### src/rtl/mbx_pkg.sv
package mbx_pkg;
  localparam logic [15:0] LINE_BASE = 16'h0100;
  localparam logic [15:0] STAT_ADDR = 16'h0304;
  localparam logic [15:0] DIM_ADDR  = 16'h0380;
  localparam logic [3:0]  SLOT_PAGE = 4'h1;
  localparam int          ST_W      = 16;
  localparam int          FULL_OFS  = 8;

  typedef enum logic [1:0] {
    FLD_MSG = 2'd0,
    FLD_FIE = 2'd1,
    FLD_EIE = 2'd2
  } slot_fld_e;

  typedef struct packed {
    logic       slot_hit;
    logic [3:0] slot;
    logic [1:0] fld;
    logic       line_hit;
    logic [5:0] line;
    logic       stat_hit;
    logic       dim_hit;
  } dec_t;
endpackage

### src/rtl/mbx_slot.sv
module mbx_slot #(
  parameter int DATA_W = 32,
  parameter bit HAS_IE = 1'b1
) (
  input  logic              clk,
  input  logic              rst,
  input  logic              wr_msg,
  input  logic [DATA_W-1:0] msg_d,
  input  logic              wr_fie,
  input  logic              fie_d,
  input  logic              wr_eie,
  input  logic              eie_d,
  output logic [DATA_W-1:0] msg_o,
  output logic              full_o,
  output logic              fie_o,
  output logic              eie_o
);
  logic [DATA_W-1:0] msg_q;

  always_ff @(posedge clk) begin
    if (rst)         msg_q <= '0;
    else if (wr_msg) msg_q <= msg_d;
  end

  assign msg_o  = msg_q;
  assign full_o = msg_q[DATA_W-1];

  generate
    if (HAS_IE) begin : g_ie
      logic fie_q, eie_q;
      always_ff @(posedge clk) begin
        if (rst) begin
          fie_q <= 1'b0;
          eie_q <= 1'b0;
        end else begin
          if (wr_fie) fie_q <= fie_d;
          if (wr_eie) eie_q <= eie_d;
        end
      end
      assign fie_o = fie_q;
      assign eie_o = eie_q;

      a_r6_fie_write: assert property (@(posedge clk) disable iff (rst)
        wr_fie |=> (fie_o == $past(fie_d)));
      a_r6_eie_write: assert property (@(posedge clk) disable iff (rst)
        wr_eie |=> (eie_o == $past(eie_d)));
    end else begin : g_no_ie
      logic unused_ie;
      assign unused_ie = wr_fie ^ fie_d ^ wr_eie ^ eie_d;
      assign fie_o = 1'b1;
      assign eie_o = 1'b1;
    end
  endgenerate

  a_r2_post_sets_full: assert property (@(posedge clk) disable iff (rst)
    (wr_msg && msg_d[DATA_W-1]) |=> (full_o && msg_o == $past(msg_d)));
  a_r3_zero_clears: assert property (@(posedge clk) disable iff (rst)
    (wr_msg && msg_d == '0) |=> (msg_o == '0 && !full_o));
endmodule

### src/rtl/mbx_irq.sv
module mbx_irq #(
  parameter int N_LINE = 2,
  parameter int ST_W   = 16
) (
  input  logic                        clk,
  input  logic                        rst,
  input  logic [ST_W-1:0]             status,
  input  logic [ST_W-1:0]             gate,
  input  logic [N_LINE-1:0]           wr_en,
  input  logic [N_LINE-1:0][ST_W-1:0] wdata,
  output logic [N_LINE-1:0][ST_W-1:0] en_o,
  output logic [N_LINE-1:0]           irq_o
);
  logic [N_LINE-1:0][ST_W-1:0] en_q;
  logic [N_LINE-1:0]           irq_q;

  generate
    for (genvar i = 0; i < N_LINE; i++) begin : g_line
      always_ff @(posedge clk) begin
        if (rst) begin
          en_q[i]  <= '0;
          irq_q[i] <= 1'b0;
        end else begin
          if (wr_en[i]) en_q[i] <= wdata[i];
          irq_q[i] <= |(status & en_q[i] & gate);
        end
      end

      a_r7_quiet: assert property (@(posedge clk) disable iff (rst)
        ((status & en_o[i] & gate) == '0) |=> !irq_o[i]);
      a_r8_level_held: assert property (@(posedge clk) disable iff (rst)
        ((status & en_o[i] & gate) != '0) |=> irq_o[i]);
      a_r5_en_write: assert property (@(posedge clk) disable iff (rst)
        wr_en[i] |=> (en_o[i] == $past(wdata[i])));
    end
  endgenerate

  assign en_o  = en_q;
  assign irq_o = irq_q;
endmodule

### src/rtl/mbx_shared_array.sv
module mbx_shared_array #(
  parameter int N_SLOT = 4,
  parameter int N_LINE = 2,
  parameter bit HAS_IE = 1'b1
) (
  input  logic              clk,
  input  logic              rst,
  input  logic              p_we,
  input  logic [15:0]       p_addr,
  input  logic [31:0]       p_wdata,
  output logic [31:0]       p_rdata,
  input  logic              c_we,
  input  logic [15:0]       c_addr,
  input  logic [31:0]       c_wdata,
  output logic [31:0]       c_rdata,
  output logic [N_LINE-1:0] irq
);
  import mbx_pkg::*;

  localparam logic [31:0] DIM_WORD = {12'd0, 4'(N_LINE), 12'd0, 4'(N_SLOT)};

  initial begin
    if (N_SLOT < 1 || N_SLOT > 8)  $error("N_SLOT out of range");
    if (N_LINE < 1 || N_LINE > 15) $error("N_LINE out of range");
  end

  logic [31:0]                 slot_msg [N_SLOT];
  logic [N_SLOT-1:0]           slot_full, slot_fie, slot_eie;
  logic [ST_W-1:0]             status, gate;
  logic [N_LINE-1:0][ST_W-1:0] line_en;
  logic [N_LINE-1:0]           line_wr;
  logic [N_LINE-1:0][ST_W-1:0] line_wd;
  dec_t                        p_dc, c_dc;

  function automatic dec_t decode(input logic [15:0] a);
    dec_t d;
    d          = '0;
    d.slot     = a[7:4];
    d.fld      = a[3:2];
    d.line     = a[7:2];
    d.slot_hit = (a[15:12] == SLOT_PAGE) && (a[11:8] == 4'd0) &&
                 (a[1:0] == 2'd0) && (int'(a[7:4]) < N_SLOT) && (a[3:2] != 2'd3);
    d.line_hit = (a[15:8] == LINE_BASE[15:8]) && (a[1:0] == 2'd0) &&
                 (int'(a[7:2]) < N_LINE);
    d.stat_hit = (a == STAT_ADDR);
    d.dim_hit  = (a == DIM_ADDR);
    return d;
  endfunction

  assign p_dc = decode(p_addr);
  assign c_dc = decode(c_addr);

  // Slot storage: consumer port wins a same-cycle collision.
  generate
    for (genvar s = 0; s < N_SLOT; s++) begin : g_slot
      logic [2:0] p_hit, c_hit;
      for (genvar f = 0; f < 3; f++) begin : g_fld
        assign p_hit[f] = p_we && p_dc.slot_hit && (int'(p_dc.slot) == s) && (int'(p_dc.fld) == f);
        assign c_hit[f] = c_we && c_dc.slot_hit && (int'(c_dc.slot) == s) && (int'(c_dc.fld) == f);
      end
      logic [31:0] wd_msg, wd_fie, wd_eie;
      assign wd_msg = c_hit[FLD_MSG] ? c_wdata : p_wdata;
      assign wd_fie = c_hit[FLD_FIE] ? c_wdata : p_wdata;
      assign wd_eie = c_hit[FLD_EIE] ? c_wdata : p_wdata;

      mbx_slot #(.DATA_W(32), .HAS_IE(HAS_IE)) i_slot (
        .clk    (clk),
        .rst    (rst),
        .wr_msg (p_hit[FLD_MSG] | c_hit[FLD_MSG]),
        .msg_d  (wd_msg),
        .wr_fie (p_hit[FLD_FIE] | c_hit[FLD_FIE]),
        .fie_d  (wd_fie[0]),
        .wr_eie (p_hit[FLD_EIE] | c_hit[FLD_EIE]),
        .eie_d  (wd_eie[0]),
        .msg_o  (slot_msg[s]),
        .full_o (slot_full[s]),
        .fie_o  (slot_fie[s]),
        .eie_o  (slot_eie[s])
      );

      a_r10_consumer_wins: assert property (@(posedge clk) disable iff (rst)
        (p_we && c_we && p_addr == c_addr && c_hit[FLD_MSG]) |=> (slot_msg[s] == $past(c_wdata)));
    end

    for (genvar l = 0; l < N_LINE; l++) begin : g_lwr
      logic pl, cl;
      assign pl         = p_we && p_dc.line_hit && (int'(p_dc.line) == l);
      assign cl         = c_we && c_dc.line_hit && (int'(c_dc.line) == l);
      assign line_wr[l] = pl | cl;
      assign line_wd[l] = cl ? c_wdata[ST_W-1:0] : p_wdata[ST_W-1:0];
    end
  endgenerate

  always_comb begin
    status = '0;
    gate   = '0;
    for (int s = 0; s < N_SLOT; s++) begin
      status[s]          = ~slot_full[s];
      status[FULL_OFS+s] =  slot_full[s];
      gate[s]            =  slot_eie[s];
      gate[FULL_OFS+s]   =  slot_fie[s];
    end
  end

  mbx_irq #(.N_LINE(N_LINE), .ST_W(ST_W)) i_irq (
    .clk    (clk),
    .rst    (rst),
    .status (status),
    .gate   (gate),
    .wr_en  (line_wr),
    .wdata  (line_wd),
    .en_o   (line_en),
    .irq_o  (irq)
  );

  function automatic logic [31:0] rd_word(input dec_t d);
    logic [31:0] v;
    v = '0;
    if (d.slot_hit) begin
      for (int s = 0; s < N_SLOT; s++) begin
        if (int'(d.slot) == s) begin
          case (d.fld)
            FLD_MSG: v = slot_msg[s];
            FLD_FIE: v = {31'd0, slot_fie[s]};
            default: v = {31'd0, slot_eie[s]};
          endcase
        end
      end
    end else if (d.line_hit) begin
      for (int l = 0; l < N_LINE; l++)
        if (int'(d.line) == l) v = {16'd0, line_en[l]};
    end else if (d.stat_hit) begin
      v = {16'd0, status};
    end else if (d.dim_hit) begin
      v = DIM_WORD;
    end
    return v;
  endfunction

  always_ff @(posedge clk) begin
    if (rst) begin
      p_rdata <= '0;
      c_rdata <= '0;
    end else begin
      p_rdata <= rd_word(p_dc);
      c_rdata <= rd_word(c_dc);
    end
  end

  a_r11_unmapped_zero: assert property (@(posedge clk) disable iff (rst)
    (!p_dc.slot_hit && !p_dc.line_hit && !p_dc.stat_hit && !p_dc.dim_hit) |=> (p_rdata == '0));
  a_r9_dim_word: assert property (@(posedge clk) disable iff (rst)
    c_dc.dim_hit |=> (c_rdata == DIM_WORD));
  a_r4_status_exclusive: assert property (@(posedge clk) disable iff (rst)
    (status[N_SLOT-1:0] & status[FULL_OFS +: N_SLOT]) == '0);
endmodule

### config.mk
export PLATFORM = sky130hd
export DESIGN_NAME = mbx_shared_array
export DESIGN_NICKNAME = d
export VERILOG_FILES = /design/src/rtl/mbx_pkg.sv /design/src/rtl/mbx_slot.sv /design/src/rtl/mbx_irq.sv /design/src/rtl/mbx_shared_array.sv
export SDC_FILE = /design/constraint.sdc
export NUM_CORES = 1
export LEC_CHECK = 0
export ABC_AREA = 0
export BUFFER_PORTS_ARGS = -buffer_cell sky130_fd_sc_hd__buf_2
export CELL_PAD_IN_SITES_DETAIL_PLACEMENT = 0
export CELL_PAD_IN_SITES_GLOBAL_PLACEMENT = 1
export CORE_AREA = 10 10 174 176
export CTS_BUF_LIST = sky130_fd_sc_hd__clkbuf_8
export DETAILED_ROUTE_END_ITERATION = 10
export DIE_AREA = 0 0 184 186
export GPL_TIMING_DRIVEN = 0
export PLACE_DENSITY = 0.84
export SYNTH_ARGS = -nofsm -noshare
export SYNTH_HDL_FRONTEND = slang
export SYNTH_SLANG_ARGS = --single-unit
export TNS_END_PERCENT = 10
### constraint.sdc
create_clock -name clk -period 2.7 [get_ports clk]
set_input_delay 0.27 -clock clk [delete_from_list [all_inputs] [get_ports clk]]
set_output_delay 0.27 -clock clk [all_outputs]
set_load 0.01 [all_outputs]
== Word level (Yosys, flattened, before mapping) ==
Index checks and enable logic that the tools add are counted.
Cells by class
  reduce and logical (&&, ||, !) cells: 66
  multiplexer cells: 42
  order comparisons: 4
  bitwise gates (word level): 22
  divide/modulo/power cells: 0
  equal/unequal tests: 24
  add/subtract/negate cells: 0
  multipliers: 0
  shifts and indexed selects: 0
Operators with widths (number)
  $mux 32: 18
  $pmux 32 s2: 8
  $mux 18: 4
  $eq 16x10->1 const B: 4
  $mux 16: 4
  $logic_and 1x1->1: 52
  $and 12x16->16: 2
  $and 16x12->16: 2
  $reduce_or 16->1: 2
  $eq 4x3->1 const B: 4
  $eq 8x1->1 const B: 2
  $logic_not 4->1: 4
  $or 1x1->1: 14
  $eq 6x2->1 const B: 2
  $logic_not 2->1: 6
  $logic_not 6->1: 2
  $lt 6x2->1 const B: 2
  $eq 2x2->1 const B: 4
  $eq 4x1->1 const B: 2
  $eq 4x2->1 const B: 2
  $lt 4x3->1 const B: 2
  $mux 1: 8
  $eq 2x1->1 const B: 2
  $ne 2x2->1 const B: 2
  $not 1->1: 4
Storage, ports and cells
  register bits: 234
  logic and storage cells: 176
  input bits: 100
  ROM bits: 0
  bits in latches: 0
  output and inout port bits: 66
  memories: 0
  memory bits (writable): 0

== Logic depth before layout (Yosys ltp) ==
  word-level depth: 9
  gate-level depth with buffers: 9
  mapped depth without buffers: 5

== Cells and area by module ==
Synthesis repeated with hierarchy kept, for this count alone.
Second synthesis, totals
  cell total of the unflattened synthesis: 1295
  area, all modules: 12764.7 um2
Modules (own cells, without submodules)
  mbx_shared_array: area an instance 6347.3 um2, seq. area each 1281.2 um2, instances 1, cells each 701
  mbx_slot: area an instance 1246.2 um2, seq. area each 680.7 um2, instances 4, cells each 111
  mbx_irq: area an instance 1432.6 um2, seq. area each 680.7 um2, instances 1, cells each 150

== Worst setup path after synthesis ==
No wires, ideal clock.
  kind: input to register
  start: in p_addr[7]
  end: reg g_slot[0].i_slot.msg_q[31]
  path slack: 0.585 ns
  buffers on the path: 3
  data required time: 2.614 ns
  data arrival time: 2.030 ns
  library setup time: 0.086 ns
  cell stages on the path: 8
  cell sequence: buf_2 -> or4_1 -> buf_2 -> nor3_4 -> nand3_2 -> buf_2 -> mux2i_1 -> a211oi_1
On the way
  word-level cells in the longest chain between the ends: 7
  elaborated cells between the ends (all ways): 8
  those cells by class: 1 x order compare; 1 x bitwise; 6 x reduce/logical
Ends and longest elaborated chain
  start: declaration: line mbx_shared_array.sv:9  | input logic [15:0] p_addr,
  $lt 4x3->1: line mbx_shared_array.sv:42  | (a[1:0] == 2'd0) && (int'(a[7:4]) < N_SLOT) && (a[3:2] != 2'd3);
  $logic_and 1x1->1 (2 in a row): line mbx_shared_array.sv:42
  $logic_and 1x1->1: line mbx_shared_array.sv:58  | assign p_hit[f] = p_we && p_dc.slot_hit && (int'(p_dc.slot) == s) && (int'(p_dc.fld) == f);
  $logic_and 1x1->1 (*) (2 in a row): line mbx_shared_array.sv:58
  $or 1x1->1 (*): line mbx_shared_array.sv:69  | .wr_msg (p_hit[FLD_MSG] | c_hit[FLD_MSG]),
  end signal: assignment: line mbx_slot.sv:22  | else if (wr_msg) msg_q <= msg_d;
  end: declaration: line mbx_slot.sv:18  | logic [DATA_W-1:0] msg_q;
Mark *: on every way between the ends. The rest lies on a longest branch, timed or not.
A chain may end at the register's enable or synchronous reset.

== Final worst setup path ==
  start: in c_addr[7]
  end: reg c_rdata[2]
On the way
  word-level cells in the longest chain between the ends: 6
  elaborated cells between the ends (all ways): 23
  those cells by class: 2 x order compare; 6 x eq/ne; 10 x mux; 5 x reduce/logical
Ends and longest elaborated chain
  start: declaration: line mbx_shared_array.sv:13  | input logic [15:0] c_addr,
  branches (longest 5 deep; another with $lt 6x2->1)
  $mux 32 (*): line mbx_shared_array.sv:119  | if (d.slot_hit) begin
  end signal: assignment: line mbx_shared_array.sv:146  | c_rdata <= rd_word(c_dc);
  end: declaration: line mbx_shared_array.sv:15  | output logic [31:0] c_rdata,
Mark *: on every way between the ends.

==> metrics <==
Post-Place Setup Slack -0.3494 ns; RSZ-0062 raised after global routing no; Arr. time, crit path 3.00 ns; Final nets between 1500 and 2000; io pins between 150 and 200; async set-reset flop share out of synthesis 0; Post-synth EDFFs 0; vias in the first global route 11988; area taken by multi-input logic gates 6860 sq um; Worst Hold Class input port to flop; port bufs between 150 and 200; Initial Utilization 0.4546; Max Cap Violations 0; DRC Markers 0; Final WS setup approximately 0.11 ns; Routed Antenna Nets 0; CTS root buffer clkbuf_8; die width 184 um; required time worst endpoint 3.10 ns; P per Cell Area 527.3 nW/um^2; number of core rows 60; Synth Instances between 1000 and 1500; drt initial violations 1504; Reg2Reg Setup Slack 0.88 ns; crit path kind input port to flop; CTS tree built; Leak Pwr roughly 5.5 nW; minimum clock period 2.592 ns; IR drop worst, VDD approximately 0.32 mV; Placement Cell Area 13370 sq um; register area share after synthesis 0.3856; design area 14290 sq um; Area Growth Syn to Fin 17.60%; Rel. slew slack 0.3502; CP startpoint kind input port; Post-synth top flop dfxtp_1; number of vias in the routed layout about 12000; cts hold-fix bufs 0; Global Route Usage Sum 0.2712; synthesized flop and latch total roughly 230; core box area 26730 sq um; Crit Path Max Fanout 10; vias per std cell 6.388; Fin. Hold Viols 0; crit path capture c_rdata[2]$_SDFF_PP0_; first-pass GRT wire length about 72000 um; post-CTS sizing 0; Die ar. 34220 sq um; Yosys Warn Count 0; Slew Limit Fails 0; htree depth 2; Avg Cell Area, Syn 9.211 sq um; clock slew at reported path FFs 0.06 ns; r2r startpoint g_slot[2].i_slot.msg_o[31]$_SDFFE_PP0P_; clock skew after layout ~0.019 ns; mapped cell area 12150 sq um; crit path launch c_addr[7]; antenna fix cells 0; final core occ 0.5346; Reg area roughly 4700 sq um; CTS buffer count slightly above 40; period utilization 0.9600; share of cells above drive strength 1 0.2081; global placement routability congestion 0.9856; Die Height 186 um; wire length per cell 25.29 um; fmax 385.8 MHz; GRT overflow 0; Pwr Total roughly 7.5 mW; FF-to-FF path depth 4; CP endpoint kind flop; outcome completed; Worst Tran Pin Value around 0.97 ns; Post-CTS Setup Bufs 0; r2r endpoint c_rdata[2]$_SDFF_PP0_; largest net degree at the start of global routing 12; first drt pass iteration count 6; Post-Route WL 47870 um; initial antenna violation count 0; clock latency on the worst-skew pair between 0.5 and 0.6 ns; Synthesized Nets 1419; Filler cells around 2500; HPWL after DPL 33210 um; Final Setup Violations 0; Yosys cell types 62; clk sinks about 230; CTS Buffer Depth 3
## layout by cell type (no fill, tap or decap), drive strengths merged, types with 7 or more instances in the layout
cell    instances
dfxtp         234
nor2          212
buf           208
mux2i         176
a211oi        161
clkbuf        133
a22oi         104
a21oi          42
mux2           26
nand2          23
nand3          23
inv            16
nor3           14
a22o           13
a221oi         13
o22ai          12
o21ai          11
nor2b          10
nand4          10
a31oi           9
a21o            8
mux4            8
a32oi           7
## sequential cells by signal, indices dropped and copies added (netlist names)
signal and cells:
g_slot.i_slot.fie_o 4, p_rdata 32, g_slot.i_slot.msg_o 128, i_irq.en_o 32, i_irq.irq_o 2, g_slot.i_slot.eie_o 4, c_rdata 32
## cell usage after synthesis, drive strengths merged, types with 6 or more instances
library cell | instances | area (sq um)
mux2 | 26 | 292.8
nand3 | 23 | 160.2
nor2 | 212 | 808.3
nand2 | 23 | 86.33
mux2i | 176 | 1762
a221oi | 13 | 113.9
buf | 50 | 285.3
a22oi | 104 | 780.8
mux4 | 8 | 180.2
a211oi | 161 | 1209
dfxtp | 234 | 4684
nor4 | 6 | 56.31
nand4 | 10 | 62.56
a31oi | 9 | 56.30
o22ai | 12 | 75.07
clkbuf | 82 | 307.8
nor3 | 14 | 96.35
a21oi | 42 | 210.2
nor2b | 10 | 62.56
a21o | 8 | 60.06
a22o | 13 | 113.9
a32oi | 7 | 61.31
nor4b | 6 | 65.06
o21ai | 11 | 55.05
## cell type report
class                      instances  area share
multi-input combinational        950      0.4802
sequential                       234      0.3279
timing repair buffer             158     0.05535
clock buffer                      51     0.04913
buffer                           132     0.04151
tap                              341     0.02986
clock inverter                    24     0.01533
inverter                           3   0.0007882
## cells by family after synthesis
family                 share of synthesized area
multiplexers                              0.1839
flip-flops                                0.3856
AND/OR/NAND/NOR                           0.1408
buffers and inverters                    0.04974
AO/OA/AOI/OAI                             0.2400
## worst min path at each step
stage | startpoint | end | slack, ns | depth (start not counted)
CTS | c_wdata[21] | g_slot[2].i_slot.msg_o[21]$_SDFFE_PP0P_ | 0.003 | 3
detailed placement | g_slot[2].i_slot.msg_o[24]$_SDFFE_PP0P_ | p_rdata[24]$_SDFF_PP0_ | 0.51 | 2
floorplan | c_wdata[10] | g_slot[0].i_slot.msg_o[10]$_SDFFE_PP0P_ | 0.45 | 2
global placement | g_slot[2].i_slot.msg_o[18]$_SDFFE_PP0P_ | p_rdata[18]$_SDFF_PP0_ | 0.51 | 2
finish | c_wdata[21] | g_slot[3].i_slot.msg_o[21]$_SDFFE_PP0P_ | 0.02 | 3
global route | c_wdata[30] | g_slot[1].i_slot.msg_o[30]$_SDFFE_PP0P_ | 0.02 | 3
## critical path: stages
cell and delay [ns]:
buf_2 0.10, buf_2 0.17, nor4b_2 0.57, nor3b_2 0.57
clkbuf_1 0.65, a22oi_1 0.14, a311oi_1 0.51
## where the power goes
part           switching, mW  internal, mW  total, mW
registers          0.0000152          3.45       3.45
clock network           1.57          2.10       3.67
logic                  0.300         0.110      0.410
total                   1.87          5.66       7.53
## layer usage
metal	GRT usage	part of all wire	up-vias
met1	0.3529	0.42	5749
li1	-	-	5429
met4	0.1209	0.041	0
met2	0.4081	0.43	772
met5	0	0	-
met3	0.07779	0.11	142
## through the flow
step | TNS, ns | hold WS, ns | cells
5_1_grt | 0 | 0.01583 | 1893
2_1_floorplan | 0 | 0.4526 | 1319
3_5_place_dp | -10.10 | 0.5090 | 1818
6_report | 0 | 0.02136 | 1893
4_1_cts | 0 | 0.003469 | 1893
3_3_place_gp | -9.941 | 0.5088 | 1818
No activity file was read; power rests on OpenSTA's default activity.
